===== config.mk =====
export PLATFORM = sky130hd
export DESIGN_NAME = smi_indirect_seq
export DESIGN_NICKNAME = d
export VERILOG_FILES = /design/src/rtl/smi_seq_pkg.sv /design/src/rtl/smi_poll_ctrl.sv /design/src/rtl/smi_raw_port.sv /design/src/rtl/smi_indirect_seq.sv
export SDC_FILE = /design/constraint.sdc
export NUM_CORES = 1
export LEC_CHECK = 0
export ABC_AREA = 1
export BUFFER_PORTS_ARGS = -buffer_cell sky130_fd_sc_hd__buf_2
export CORE_ASPECT_RATIO = 1.2
export CORE_MARGIN = 2
export CORE_UTILIZATION = 50
export CTS_CLUSTER_DIAMETER = 120
export CTS_CLUSTER_SIZE = 24
export DETAILED_ROUTE_END_ITERATION = 8
export GPL_TIMING_DRIVEN = 0
export PLACE_DENSITY = 0.76
export SLEW_MARGIN = 20
export SYNTH_ARGS = -nofsm -noshare
export SYNTH_HDL_FRONTEND = slang
export SYNTH_SLANG_ARGS = --single-unit

===== constraint.sdc =====
create_clock -name clk -period 1.9 [get_ports clk]
set_input_delay 0.19 -clock clk [delete_from_list [all_inputs] [get_ports clk]]
set_output_delay 0.19 -clock clk [all_outputs]
set_load 0.02 [all_outputs]

===== src/rtl/smi_seq_pkg.sv =====
package smi_seq_pkg;

  localparam int unsigned ADDR_W   = 5;
  localparam int unsigned DATA_W   = 16;
  localparam int unsigned BUSY_POS = 15;

  localparam logic [ADDR_W-1:0] OFS_CMD  = 5'd0;
  localparam logic [ADDR_W-1:0] OFS_DATA = 5'd1;

  typedef enum logic [2:0] {
    ST_IDLE,
    ST_DIRECT,
    ST_POLL,
    ST_DELAY,
    ST_LOAD,
    ST_ISSUE,
    ST_FETCH
  } seq_state_e;

  // busy | 00 | clause-22 | opcode | device | register
  function automatic logic [DATA_W-1:0] build_cmd(input logic wr,
                                                  input logic [ADDR_W-1:0] dev,
                                                  input logic [ADDR_W-1:0] rg);
    logic [1:0] op;
    op = wr ? 2'b01 : 2'b10;
    return {1'b1, 2'b00, 1'b1, op, dev, rg};
  endfunction

endpackage


===== src/rtl/smi_poll_ctrl.sv =====
module smi_poll_ctrl #(
  parameter int unsigned POLL_LIMIT = 100,
  parameter int unsigned DELAY_CYC  = 100000
) (
  input  logic clk,
  input  logic rst,
  input  logic clr_i,
  input  logic busy_i,
  output logic last_o,
  output logic expire_o
);

  localparam int unsigned AW = $clog2(POLL_LIMIT + 1);
  localparam int unsigned DW = $clog2(DELAY_CYC + 1);

  logic [AW-1:0] attempts;
  logic [DW-1:0] wait_cnt;

  always_ff @(posedge clk) begin
    if (rst || clr_i) begin
      attempts <= '0;
      wait_cnt <= '0;
    end else begin
      if (busy_i) begin
        attempts <= attempts + 1'b1;
        wait_cnt <= DW'(DELAY_CYC);
      end else if (wait_cnt != '0) begin
        wait_cnt <= wait_cnt - 1'b1;
      end
    end
  end

  assign last_o   = (attempts == AW'(POLL_LIMIT - 1));
  assign expire_o = (wait_cnt == DW'(1));

endmodule


===== src/rtl/smi_raw_port.sv =====
module smi_raw_port
  import smi_seq_pkg::*;
(
  input  logic              clk,
  input  logic              rst,
  input  logic              launch_i,
  input  logic              retire_i,
  input  logic              write_i,
  input  logic [ADDR_W-1:0] phy_i,
  input  logic [ADDR_W-1:0] reg_i,
  input  logic [DATA_W-1:0] wdata_i,
  output logic              valid_o,
  output logic              write_o,
  output logic [ADDR_W-1:0] phy_o,
  output logic [ADDR_W-1:0] reg_o,
  output logic [DATA_W-1:0] wdata_o
);

  always_ff @(posedge clk) begin
    if (rst) begin
      valid_o <= 1'b0;
      write_o <= 1'b0;
      phy_o   <= '0;
      reg_o   <= '0;
      wdata_o <= '0;
    end else if (launch_i) begin
      valid_o <= 1'b1;
      write_o <= write_i;
      phy_o   <= phy_i;
      reg_o   <= reg_i;
      wdata_o <= wdata_i;
    end else if (retire_i) begin
      valid_o <= 1'b0;
    end
  end

endmodule


===== src/rtl/smi_indirect_seq.sv =====
module smi_indirect_seq
  import smi_seq_pkg::*;
#(
  parameter int unsigned POLL_LIMIT = 100,
  parameter int unsigned DELAY_CYC  = 100000
) (
  input  logic              clk,
  input  logic              rst,
  input  logic [ADDR_W-1:0] cfg_bus_addr,
  input  logic              req_valid,
  output logic              req_ready,
  input  logic              req_write,
  input  logic [ADDR_W-1:0] req_dev,
  input  logic [ADDR_W-1:0] req_reg,
  input  logic [DATA_W-1:0] req_wdata,
  output logic              done,
  output logic              err,
  output logic [DATA_W-1:0] rdata,
  output logic              mio_valid,
  output logic              mio_write,
  output logic [ADDR_W-1:0] mio_phy,
  output logic [ADDR_W-1:0] mio_reg,
  output logic [DATA_W-1:0] mio_wdata,
  input  logic              mio_ack,
  input  logic              mio_fail,
  input  logic [DATA_W-1:0] mio_rdata
);

  seq_state_e        state;
  logic              post_phase;
  logic              r_write;
  logic [ADDR_W-1:0] r_chip, r_dev, r_reg;
  logic [DATA_W-1:0] r_wdata;

  logic              accept, rsp_ok, rsp_bad, bus_state, launch, retire;
  logic              poll_clr, poll_busy, poll_last, poll_expire, busy_seen;
  logic              l_write;
  logic [ADDR_W-1:0] l_phy, l_reg;
  logic [DATA_W-1:0] l_wdata;

  assign req_ready = (state == ST_IDLE);
  assign accept    = req_valid && req_ready;
  assign retire    = mio_valid && mio_ack;
  assign rsp_ok    = retire && !mio_fail;
  assign rsp_bad   = retire && mio_fail;
  assign busy_seen = mio_rdata[BUSY_POS];
  assign bus_state = state inside {ST_DIRECT, ST_POLL, ST_LOAD, ST_ISSUE, ST_FETCH};
  assign launch    = bus_state && !mio_valid;
  assign poll_clr  = accept || ((state == ST_ISSUE) && rsp_ok);
  assign poll_busy = (state == ST_POLL) && rsp_ok && busy_seen && !poll_last;

  // raw access contents for each bus step
  always_comb begin
    l_write = 1'b0;
    l_phy   = r_chip;
    l_reg   = OFS_CMD;
    l_wdata = '0;
    case (state)
      ST_DIRECT: begin
        l_write = r_write;
        l_phy   = r_dev;
        l_reg   = r_reg;
        l_wdata = r_wdata;
      end
      ST_LOAD: begin
        l_write = 1'b1;
        l_reg   = OFS_DATA;
        l_wdata = r_wdata;
      end
      ST_ISSUE: begin
        l_write = 1'b1;
        l_wdata = build_cmd(r_write, r_dev, r_reg);
      end
      ST_FETCH: l_reg = OFS_DATA;
      default: ;
    endcase
  end

  smi_poll_ctrl #(
    .POLL_LIMIT(POLL_LIMIT),
    .DELAY_CYC (DELAY_CYC)
  ) u_poll (
    .clk     (clk),
    .rst     (rst),
    .clr_i   (poll_clr),
    .busy_i  (poll_busy),
    .last_o  (poll_last),
    .expire_o(poll_expire)
  );

  smi_raw_port u_port (
    .clk     (clk),
    .rst     (rst),
    .launch_i(launch),
    .retire_i(retire),
    .write_i (l_write),
    .phy_i   (l_phy),
    .reg_i   (l_reg),
    .wdata_i (l_wdata),
    .valid_o (mio_valid),
    .write_o (mio_write),
    .phy_o   (mio_phy),
    .reg_o   (mio_reg),
    .wdata_o (mio_wdata)
  );

  always_ff @(posedge clk) begin
    if (rst) begin
      state      <= ST_IDLE;
      post_phase <= 1'b0;
      done       <= 1'b0;
      err        <= 1'b0;
      rdata      <= '0;
      r_write    <= 1'b0;
      r_chip     <= '0;
      r_dev      <= '0;
      r_reg      <= '0;
      r_wdata    <= '0;
    end else begin
      done <= 1'b0;
      err  <= 1'b0;
      if (state == ST_IDLE) begin
        if (req_valid) begin
          r_write    <= req_write;
          r_chip     <= cfg_bus_addr;
          r_dev      <= req_dev;
          r_reg      <= req_reg;
          r_wdata    <= req_wdata;
          post_phase <= 1'b0;
          state      <= (cfg_bus_addr == '0) ? ST_DIRECT : ST_POLL;
        end
      end else if (state == ST_DELAY) begin
        if (poll_expire) state <= ST_POLL;
      end else if (rsp_bad) begin
        err   <= 1'b1;
        state <= ST_IDLE;
      end else if (rsp_ok) begin
        if (state == ST_DIRECT) begin
          done <= 1'b1;
          if (!r_write) rdata <= mio_rdata;
          state <= ST_IDLE;
        end else if (state == ST_POLL) begin
          if (busy_seen) begin
            if (poll_last) begin
              err   <= 1'b1;
              state <= ST_IDLE;
            end else begin
              state <= ST_DELAY;
            end
          end else if (!post_phase) begin
            state <= r_write ? ST_LOAD : ST_ISSUE;
          end else if (r_write) begin
            done  <= 1'b1;
            state <= ST_IDLE;
          end else begin
            state <= ST_FETCH;
          end
        end else if (state == ST_LOAD) begin
          state <= ST_ISSUE;
        end else if (state == ST_ISSUE) begin
          post_phase <= 1'b1;
          state      <= ST_POLL;
        end else begin
          rdata <= mio_rdata;
          done  <= 1'b1;
          state <= ST_IDLE;
        end
      end
    end
  end

endmodule


==> flow_summary_export.csv <==
group,metric,value,unit
place,globalplace.congestion,0.901,
power,power_density,1700,nW/µm²
layout,final_cell_mix,"sky130_fd_sc_hd__nor2_1, sky130_fd_sc_hd__dfxtp_1, sky130_fd_sc_hd__buf_2",
clock_tree,ctsRootBufferMaster,"sky130_fd_sc_hd__clkbuf_8",
sta,hold_slack,23.8,ps
sta,finalHoldViolCount,0,
clock_tree,cts_htree_levels,3,
clock_tree,cts_buffers,9,
synthesis,post_synth_num_cell_types,35,
synthesis,synthesis.instances,635,
die,die_y,110,µm
die,design.die.area,10100,µm²
routing,detail_route.drc_violations,0,
grt,antenna_found_initial,0,
sta,skew_final,10.2,ps
die,floorplan.initialDensity,51.4,%
setup_path,worst_r2r_startpoint,"u_poll.wait_cnt[0]",
layout,post_route_cells_drive_above_1_share,21.1,%
layout,fillerInstances,836,
die,die_x,91.9,µm
synthesis,synth_fp_nets,692,
synthesis,netlist_area,4640,µm²
place,port_buffers,98,
setup_path,worstSetupStartpoint,"u_poll.wait_cnt[0]",
layout,regMostFlops,"u_poll.wait_cnt",
clock_tree,clockBufferDepth,2,
sta,accumulated_negative_setup_slack,0,ps
sta,unrepaired_setup_endpoints_after_global_routing,"false",
sta,worst_slew_margin_rel,63.1,%
min_path,worstHoldStart,"req_wdata[4]",
sta,period_share,90.3,%
setup_path,cpMostUsedCell,"sky130_fd_sc_hd__inv_1",
setup_path,worstPathCellList,"inv_1, ha_1, nand2_1, nor2_1, nand3_1, inv_1, or2_2, a21oi_2",
grt,global_route.usage.total,23.6,%
layout,post_layout_nonfiller_instances,869,
routing,remaining_antenna_violation_count_after_routing,0,
layout,largest_register_ffs,17,
layout,design_area,5490,µm²
place,placed_area,5280,µm²
synthesis,synth-seq-cells,106,
layout,flow.area_growth_from_synthesis,18.3,%
routing,routed_wire_length_per_instance,13.4,µm
synthesis,ys_warn_count,0,
setup_path,timing.critical_path.slowest_stage_cell,"sky130_fd_sc_hd__dfxtp_1",
routing,routed-via-count,4422,
run,timing.max_cap.violations,0,
layout,antennaDiodeCount,0,
sta,fin_crit,1720,ps
power,power_leakage,2.55,nW
routing,drt_pass1_iterations,6,
grt,grt_pass1_wl,19000,µm
setup_path,timing.critical_path.fanout_max,6,
place,post-dp-hpwl,8950,µm
routing,first_iteration_detailed_routing_drc_count,192,
clock_tree,post_cts.resized_instances,0,
sta,final.setup.worst_slack,184,ps
clock_tree,worst_skew_pair.late_latency,370,ps
grt,grt_pass1_vias,4192,
setup_path,worst_setup_path_end_kind,"flip-flop",
sta,final_report_max_slew_violation_count,0,
routing,drt_wl_total,11600,µm
setup_path,setup.worst_path.start_class,"flip-flop",
min_path,worst_hold_class,"in2reg",
clock_tree,cts_setup_buffers,0,
sta,max_slew.worst_pin.slew,553,ps
grt,grt_remaining_overflow,0,
power,vdd_drop_max,0.778,mV
sta,finalSetupViolCount,0,
synthesis,synth.yosys.seq_area_share,45.7,%
layout,num-nets-final,801,
clock_tree,numClockSinks,106,
clock_tree,cts_tree,"done",
outcome,outcome,"complete, no violations",
layout,finish.utilization,60.8,%
layout,layout.cells.most_common,"sky130_fd_sc_hd__nor2_1",
die,std_cell_rows,38,
power,post_layout_power,9.35,mW
sta,fmaxAchievable,583,MHz
clock_tree,path_clk_slew,120,ps
die,placeableCoreArea,9030,µm²
clock_tree,cts_hold_buffers,0,
place,worst_setup_slack_post_dpl,210,ps
grt,maximum_number_of_pins_on_one_net_before_global_route_repair,22,
setup_path,required,2210,ps
synthesis,synthesis.area_per_instance,7.31,µm²
setup_path,worst_ep_arrival_time,2030,ps
routing,post_drt_via_cell_ratio,5.09,
place,numPlacedInstances,853,
die,top_level_ports,100,
setup_path,slowest_delay,430,ps
setup_path,worst-setup-path-type,"reg2reg",
[report_power, final]
part	internal, mW	switching [mW]
Combinational	1.59	3.06
Sequential	2.84	0.460
Clock	0.529	0.874
Total	4.96	4.40
[area by class of cell]
cell class	count	area (µm²)	area share (%)
well taps	120	150	2.74
repair buffers	98	490	8.94
plain buffers	27	149	2.71
clock inverters	7	85.1	1.55
clock buffers	9	124	2.26
inverters	51	196	3.58
flip-flops and latches	106	2120	38.7
multi-input cells	451	2170	39.6
[worst max-delay path, delay by kind of cell (launching register included)]
kind / cells / cell delay [ps]
DFF: 1 / 430
adders and majority gates: 1 / 220
and+or+nand+nor: 4 / 590
AOI/OAI and AO/OA: 1 / 110
buffers and inverters: 2 / 310
[path summary, 6_finish.rpt]
kind | endpoint | slack [ps] | depth (start not counted)
hold reg to reg | rdata[15] | 450 | 2
setup reg to reg | u_poll.wait_cnt[1] | 180 | 8
setup / recovery | u_poll.wait_cnt[1] | 180 | 8
hold / removal | r_wdata[4] | 20 | 3
[routing by layer]
| layer | routed length (µm) | share of wire, % | GRT usage (%) |
|---|---|---|---|
| met1 | 4870 | 42 | 26.9 |
| met2 | 5990 | 51 | 44.0 |
| met5 | 0 | 0 | 0 |
| met3 | 554 | 4.8 | 4.39 |
| met4 | 222 | 1.9 | 8.53 |
[synthesized netlist by cell type (all sizes together)]
master  count  share of area (%)
o21ai      71                7.7
nand3      36                4.3
xor2        4               0.76
dfxtp     106                 46
clkbuf     14                1.2
xnor2       8                1.5
nand2     107                9.5
o211ai      1               0.16
or2         2               0.27
nor3        8               0.97
nor4        1               0.13
a21oi      71                7.9
ha          4                1.1
a21o        3               0.49
inv        50                4.0
a31oi       1               0.13
clkinv      1               0.19
nor2      130                 11
nand4       3               0.40
buf        13                2.0
a22oi       1               0.16
[cells by family (layout without fill, tap and decap cells)]
| logic type | count (synthesis) | count (layout) | synth area share (%) |
|---|---|---|---|
| AO/OA/AOI/OAI | 148 | 148 | 16.6 |
| XOR/XNOR | 12 | 12 | 2.27 |
| AND/OR/NAND/NOR | 287 | 287 | 26.9 |
| adder cells (fa/ha/maj) | 4 | 4 | 1.08 |
| buffers and inverters | 78 | 192 | 7.44 |
| flip-flops | 106 | 106 | 45.7 |
Power figures use the tool's default switching activity.
